File: src/rtl/xmem_pkg.sv
package xmem_pkg;
    localparam int PORT_W = 8;

    typedef struct packed {
        logic [PORT_W-1:0] port;
    } xm_state_t;
endpackage

File: src/rtl/xm_port_reg.sv
module xm_port_reg
    import xmem_pkg::*;
#(
    parameter logic [PORT_W-1:0] RST_VAL = '1
) (
    input  logic              clk,
    input  logic              rst_n,
    input  logic              wr_en,
    input  logic [PORT_W-1:0] wr_data,
    output logic [PORT_W-1:0] port_q
);
    xm_state_t st_d, st_q;

    always_comb begin
        st_d = st_q;
        if (wr_en) st_d.port = wr_data;
    end

    always_ff @(posedge clk or negedge rst_n) begin
        if (!rst_n) st_q.port <= RST_VAL;
        else        st_q      <= st_d;
    end

    assign port_q = st_q.port;
endmodule

File: src/rtl/xm_window_dec.sv
module xm_window_dec
    import xmem_pkg::*;
#(
    parameter int ADDR_W   = 16,
    parameter int BANK_W   = 2,
    parameter int BANK_LSB = 2,
    parameter int CPU_BIT  = 4,
    parameter int DMA_BIT  = 5
) (
    input  logic [PORT_W-1:0] port,
    input  logic [ADDR_W-1:0] addr,
    input  logic              cpu_owns,
    output logic              ext_sel,
    output logic [BANK_W-1:0] bank
);
    logic in_win;
    logic en_n;

    always_comb begin
        in_win  = (addr[ADDR_W-1 -: 2] == 2'b01);
        en_n    = cpu_owns ? port[CPU_BIT] : port[DMA_BIT];
        ext_sel = in_win & ~en_n;
        bank    = port[BANK_LSB +: BANK_W];
    end
endmodule

File: src/rtl/xm_addr_mux.sv
module xm_addr_mux #(
    parameter int ADDR_W = 16,
    parameter int BANK_W = 2,
    localparam int MA_W  = ADDR_W / 2
) (
    input  logic [ADDR_W-1:0] addr,
    input  logic              col_phase,
    input  logic              ext_sel,
    input  logic [BANK_W-1:0] bank,
    output logic [MA_W-1:0]   ma
);
    logic [MA_W-1:0] col;

    always_comb begin
        col = addr[ADDR_W-1:MA_W];
        if (ext_sel) col[MA_W-1 -: BANK_W] = bank;
        ma = col_phase ? col : addr[MA_W-1:0];
    end
endmodule

File: src/rtl/xmem_bank_ctrl.sv
module xmem_bank_ctrl
    import xmem_pkg::*;
#(
    parameter int ADDR_W   = 16,
    parameter int BANK_W   = 2,
    parameter int BANK_LSB = 2,
    parameter int CPU_BIT  = 4,
    parameter int DMA_BIT  = 5,
    localparam int MA_W    = ADDR_W / 2
) (
    input  logic              clk,
    input  logic              rst_n,
    input  logic              port_wr,
    input  logic [PORT_W-1:0] port_wdata,
    output logic [PORT_W-1:0] port_rdata,
    input  logic              cpu_owns,
    input  logic              col_phase,
    input  logic [ADDR_W-1:0] addr,
    output logic [MA_W-1:0]   ma,
    output logic [BANK_W-1:0] bank_sel,
    output logic              ext_ram_en,
    output logic              main_ram_en
);
    logic [PORT_W-1:0] port_q;
    logic              ext_sel;
    logic [BANK_W-1:0] bank;

    xm_port_reg u_reg (
        .clk     (clk),
        .rst_n   (rst_n),
        .wr_en   (port_wr),
        .wr_data (port_wdata),
        .port_q  (port_q)
    );

    xm_window_dec #(
        .ADDR_W(ADDR_W), .BANK_W(BANK_W), .BANK_LSB(BANK_LSB),
        .CPU_BIT(CPU_BIT), .DMA_BIT(DMA_BIT)
    ) u_dec (
        .port     (port_q),
        .addr     (addr),
        .cpu_owns (cpu_owns),
        .ext_sel  (ext_sel),
        .bank     (bank)
    );

    xm_addr_mux #(.ADDR_W(ADDR_W), .BANK_W(BANK_W)) u_mux (
        .addr      (addr),
        .col_phase (col_phase),
        .ext_sel   (ext_sel),
        .bank      (bank),
        .ma        (ma)
    );

    assign port_rdata  = port_q;
    assign ext_ram_en  = ext_sel;
    assign main_ram_en = ~ext_sel;
    assign bank_sel    = ext_sel ? bank : '0;
endmodule

File: config.mk
export PLATFORM = sky130hd
export DESIGN_NAME = xmem_bank_ctrl
export DESIGN_NICKNAME = d
export VERILOG_FILES = /design/src/rtl/xmem_pkg.sv /design/src/rtl/xm_port_reg.sv /design/src/rtl/xm_window_dec.sv /design/src/rtl/xm_addr_mux.sv /design/src/rtl/xmem_bank_ctrl.sv
export SDC_FILE = /design/constraint.sdc
export NUM_CORES = 1
export LEC_CHECK = 0
export CAP_MARGIN = 15
export CORE_AREA = 2 2 39 41
export CTS_BUF_LIST = sky130_fd_sc_hd__clkbuf_16
export CTS_CLUSTER_SIZE = 12
export DETAILED_ROUTE_END_ITERATION = 12
export DIE_AREA = 0 0 41 43
export DONT_BUFFER_PORTS = 1
export HOLD_SLACK_MARGIN = 0.02
export PLACE_DENSITY_LB_ADDON = 0.1
export SLEW_MARGIN = 20
export SYNTH_ARGS = -nofsm -noshare
export SYNTH_HDL_FRONTEND = slang
export SYNTH_SLANG_ARGS = --single-unit
File: constraint.sdc
create_clock -name clk -period 1.7 [get_ports clk]
set_clock_uncertainty 0.1 [all_clocks]
set_input_delay 0.34 -clock clk [delete_from_list [all_inputs] [get_ports clk]]
set_output_delay 0.34 -clock clk [all_outputs]
set_load 0.02 [all_outputs]
==> results.json, run 1 <==
{
  "status": "finished, violations left",
  "violations": "setup timing",
  "crit_chain": "mux2_4 -> o41a_1",
  "clk_latency_ns": 0.22,
  "path_max_fanout": 6,
  "setup_viol": 5,
  "power_leakage_uw": 0.000238,
  "post-route-min-period_ns": 1.80,
  "largest_reg_flops": 8,
  "initial_core_util_pct": 34.0,
  "worstMarginPinSlew_ns": 0.391,
  "reg2reg_depth": 2,
  "ff2ff_setup_slack_ns": 0.68,
  "cts_root_buf": "clkbuf_16",
  "cts.path.max_buffers": 2,
  "finalCoreUtilization_pct": 42.3,
  "synth-seq-cells": 8,
  "worst-endpoint-required_ns": 1.26,
  "r2r-start": "u_reg.port_q[3]$_DFFE_PN1P_",
  "start_kind": "flip-flop",
  "diodes": 0,
  "drt_iter0_markers": 0,
  "die_y_um": 43,
  "rows": 14,
  "synth_cells": 40,
  "nets": 76,
  "grt_pass1_vias": 352,
  "drv_slew": 0,
  "p_per_area_nw_per_um2": 1260,
  "hold_path.class": "input port to flip-flop",
  "cts.clk_slew.worst_paths_ns": 0.03,
  "drv_cap": 0,
  "ir_drop_mv": 0.900,
  "die_width_um": 41,
  "track_usage_pct": 11.3,
  "synth_seq_area_share_pct": 44.7,
  "hold_violations": 0,
  "crit_start": "u_reg.port_q[5]$_DFFE_PN1P_",
  "grt_max_degree": 11,
  "finalWeightedCongestion": 0.626,
  "finalCritPeriodShare_pct": 106,
  "critPathBufInv": 0,
  "rsz0062_at_grt": "yes",
  "cp.depth": 2,
  "routed_via_density": 5.46,
  "path_class": "flip-flop to output pin",
  "port-buffer-count": 0,
  "relSlewSlack_pct": 73.8,
  "clock_sinks": 8,
  "syn-mean-instance-area_um2": 11.8,
  "fin_ws_ns": -0.0982,
  "num_io_pins": 49,
  "cpMaxStageDelayCell": "o41a_1",
  "avgRoutedWirePerCell_um": 16.0,
  "syn_nets": 69,
  "hold_depth": 1,
  "area_growth_pct": 24.5,
  "r2r-end": "u_reg.port_q[3]$_DFFE_PN1P_",
  "dp_hpwl_um": 845,
  "cp.arrival_ns": 1.36,
  "ant_nets": 0,
  "vias": 333,
  "grt_pass1_wl_mm": 1.37,
  "cts_tree": "built",
  "fin_hold_ws_ns": 0.0861,
  "htree_levels": 1,
  "end_kind": "output pin",
  "drive_above_1_share_pct": 62.2,
  "fillers": 138,
  "drt-total-wl_um": 978,
  "antenna_found_initial": 0,
  "critPathMaxStageDelay_ns": 0.42,
  "crit_path_end": "ma[6]",
  "crit_family": "compound AO/OA/AOI/OAI gates",
  "cts_setup_buffers": 0,
  "netlist_area_um2": 470,
  "core-area_um2": 1380,
  "die-area_um2": 1760,
  "synth_warnings": 0,
  "max_freq_mhz": 556,
  "route.detailed.drc": 0,
  "tns_ns": -0.146,
  "cts_inserted_buffers": 3,
  "grt_overflow_total": 0,
  "firstDrtPassIters": 1,
  "ys_types": 15
}
[layer usage]
metal	part of all wire (%)	GRT usage (%)	vias up	wire, µm
li1	-	-	152	-
met1	32	11.1	154	311
met2	55	20.9	27	537
met3	13	4.19	0	129
met4	0	2.00	0	0
met5	0	0	-	0
[power breakdown]
part	total [µW]	internal (µW)	switching, µW
combinational	95.9	44.4	51.6
clock	380	302	78.1
sequential	264	226	37.7
total	740	572	167
[worst min path at each step]
stage	from	endpoint	slack, ns
5_1_grt	port_wr	u_reg.port_q[2]$_DFFE_PN1P_	0.09
3_5_place_dp	rst_n	u_reg.port_q[6]$_DFFE_PN1P_	0.09
3_3_place_gp	rst_n	u_reg.port_q[6]$_DFFE_PN1P_	0.09
6_report	port_wr	u_reg.port_q[2]$_DFFE_PN1P_	0.09
2_1_floorplan	rst_n	u_reg.port_q[0]$_DFFE_PN1P_	0.09
4_1_cts	port_wr	u_reg.port_q[2]$_DFFE_PN1P_	0.08
[cells in the mapped netlist, drive strengths merged]
cell type | count | area share, %
buf | 2 | 2.7
dfstp | 8 | 45
inv | 3 | 2.4
mux2 | 14 | 34
mux2i | 1 | 2.1
nand2 | 2 | 1.6
nand2b | 1 | 1.3
nand3 | 1 | 1.1
nor2 | 1 | 0.80
nor3 | 2 | 2.1
o21ai | 3 | 3.2
o41a | 1 | 2.4
or2 | 1 | 1.3
[logic make-up (layout without fill, tap and decap cells)]
logic type / after synthesis / count (layout) / synth area share, %
buffers and inverters: 5 / 10 / 5.05
DFF: 8 / 8 / 44.7
muxes: 15 / 15 / 36.4
AOI/OAI and AO/OA: 4 / 4 / 5.58
and+or+nand+nor: 8 / 8 / 8.25
[metrics by stage]
step | std cells | worst slack, ns | cell area [µm²] | power (µW)
3_5_place_dp | 57 | 0.137 | 500 | 358
4_1_cts | 61 | -0.103 | 586 | 749
5_1_grt | 61 | -0.123 | 586 | 777
6_report | 61 | -0.0982 | 586 | 740
2_1_floorplan | 40 | 0.0715 | 470 | 349
3_3_place_gp | 57 | 0.149 | 500 | 356
[area by class of cell]
type                            instances  area, µm²  area share (%)
Multi-Input combinational cell         27        236            40.4
Sequential cell                         8        210            35.9
Clock buffer                            3       75.1            12.8
Timing Repair Buffer                    4       32.5            5.56
Tap cell                               16       20.0            3.42
Inverter                                3       11.3            1.92
[cells in the final DEF, fill, tap and decap left out]
cell           instances
inv_1                  3
mux2_2                13
buf_4                  3
dlygate4sd3_1          1
mux2i_1                1
nor3_1                 2
o21ai_0                3
nand3_1                1
nor2_1                 1
mux2_4                 1
or2_1                  1
dfstp_2                8
nand2_1                2
o41a_1                 1
nand2b_1               1
clkbuf_16              3
[repair_timing]
action	CTS	global route
hold buffers	1	0
gates resized for setup	0	0
gates cloned	0	0
endpoints found under the setup margin	5	6
endpoints found under the hold margin	8	0
(Power assumes the default switching activity.)
==> inputs of run 2 (changes only) <==
Settings changed: CORE_AREA 2 2 39 41 to default, CORE_UTILIZATION from default to 35, DIE_AREA 0 0 41 43 to default.
==> results.json, run 2 (synthesis results as in run 1) <==
{
  "hold_path.class": "input port to flip-flop",
  "met2_length_um": 520,
  "clk_latency_ns": 0.23,
  "clock_sinks": 8,
  "rows": 12,
  "max_freq_mhz": 558,
  "r2r-end": "u_reg.port_q[2]$_DFFE_PN1P_",
  "wl_met1_um": 340,
  "cts_inserted_buffers": 3,
  "crit_chain": "mux2_4 -> o41a_1",
  "diodes": 0,
  "power_leakage_uw": 0.000238,
  "cpMaxStageDelayCell": "o41a_1",
  "firstDrtPassIters": 2,
  "drv_cap": 0,
  "critPathBufInv": 0,
  "die_width_um": 38.7,
  "die_y_um": 38.7,
  "start_kind": "flip-flop",
  "cts.path.max_buffers": 2,
  "p_per_area_nw_per_um2": 1280,
  "drive_above_1_share_pct": 62.2,
  "port-buffer-count": 0,
  "finalWeightedCongestion": 0.649,
  "fin_ws_ns": -0.0914,
  "drt-total-wl_mm": 1.02,
  "reg2reg_depth": 2,
  "route.detailed.drc": 0,
  "relSlewSlack_pct": 74.4,
  "tns_ns": -0.151,
  "drt_iter0_markers": 2,
  "hold_violations": 0,
  "ir_drop_mv": 0.721,
  "die-area_um2": 1490,
  "avgRoutedWirePerCell_um": 17.3,
  "path_max_fanout": 6,
  "core-area_um2": 1170,
  "final_cell_area_um2": 583,
  "hold_depth": 1,
  "crit_family": "compound AO/OA/AOI/OAI gates",
  "dp_hpwl_um": 845,
  "worst-endpoint-required_ns": 1.26,
  "r2r-start": "u_reg.port_q[2]$_DFFE_PN1P_",
  "cts_resized": 0,
  "ant_nets": 0,
  "grt_max_degree": 11,
  "violations": "setup timing",
  "num_io_pins": 49,
  "status": "finished, violations left",
  "setup_viol": 5,
  "final_common_cell": "mux2_2",
  "antenna_found_initial": 0,
  "dr.max_layer_used": "met4",
  "drv_slew": 0,
  "cts_tree": "built",
  "met3_length_um": 144,
  "rsz0062_at_grt": "yes",
  "worstMarginPinSlew_ns": 0.383,
  "cts_setup_buffers": 0,
  "final_cell_mix": "mux2_2 (13), dfstp_2 (8)",
  "largest_reg_flops": 8,
  "nets": 76,
  "worstHoldStart": "port_wr",
  "post-route-min-period_ns": 1.79,
  "grt_pass1_vias": 347,
  "cts.clk_slew.worst_paths_ns": 0.04,
  "finalCritPeriodShare_pct": 105,
  "ff2ff_setup_slack_ns": 0.69,
  "finalCoreUtilization_pct": 49.8,
  "cp.arrival_ns": 1.35,
  "htree_levels": 1,
  "post_dp_cell_area_um2": 498,
  "cts_root_buf": "clkbuf_16",
  "track_usage_pct": 14.3,
  "path_class": "flip-flop to output pin",
  "initial_core_util_pct": 40.2,
  "min_delay_worst_endpoint": "u_reg.port_q[2]$_DFFE_PN1P_",
  "critPathMaxStageDelay_ns": 0.42,
  "end_kind": "output pin",
  "vias": 337,
  "area_growth_pct": 23.9,
  "routed_via_density": 5.71,
  "grt_overflow_total": 0,
  "grt_pass1_wl_mm": 1.37
}
-- run 2: cell counts in the layout (fill, tap and decap cells not counted) --
Identical to the previous run, type by type.
-- run 2: metal layers --
layer / track usage [%] / up-vias
met1: 12.2 / 155
met2: 25.0 / 29
li1: - / 151
met3: 6.94 / 2
met4: 10.3 / 0
met5: 0 / -
-- run 2: area by class of cell --
class	count	area [µm²]
clock buffers	3	75.1
flip-flops and latches	8	210
well taps	14	17.5
inverters	3	11.3
multi-input cells	27	236
repair buffers	4	32.5
fillers	115	588
-- run 2: power by group --
part	leakage [µW]	switching [µW]	internal, µW
combinational	0.000117	52.0	44.4
sequential	0.0000841	38.3	226
clock	0.0000370	84.5	303
total	0.000238	175	573
-- run 2: worst max-delay path by stage --
stage,cells past startpoint,from,end,slack [ns]
6_report,2,u_reg.port_q[5]$_DFFE_PN1P_,ma[6],-0.09
5_1_grt,2,u_reg.port_q[5]$_DFFE_PN1P_,ma[6],-0.11
4_1_cts,2,u_reg.port_q[5]$_DFFE_PN1P_,ma[6],-0.10
3_5_place_dp,2,u_reg.port_q[5]$_DFFE_PN1P_,ma[6],0.14
3_3_place_gp,2,u_reg.port_q[5]$_DFFE_PN1P_,ma[6],0.15
2_1_floorplan,2,u_reg.port_q[5]$_DFFE_PN1P_,ma[7],0.07
-- run 2: through the flow --
step | hold slack [ns] | worst slack [ns] | power, µW | instances
finish | 0.0778 | -0.0914 | 748 | 59
global route | 0.0680 | -0.113 | 784 | 59
CTS | 0.0734 | -0.100 | 758 | 59
detailed placement | 0.0926 | 0.144 | 359 | 55
global placement | 0.0927 | 0.149 | 356 | 55
floorplan | 0.0922 | 0.0715 | 349 | 40
-- run 2: repair_timing --
| item | CTS | global route |
|---|---|---|
| hold buffers | 1 | 0 |
| pin swaps | 0 | 0 |
| setup endpoints to repair | 6 | 6 |
| hold endpoints to repair | 8 | 0 |
==> inputs of run 3 (changes only) <==
Settings changed: SKIP_LAST_GASP from default to 1.
==> results of run 3 <==
Final layout, timing and power as in run 2 (identical DEF).
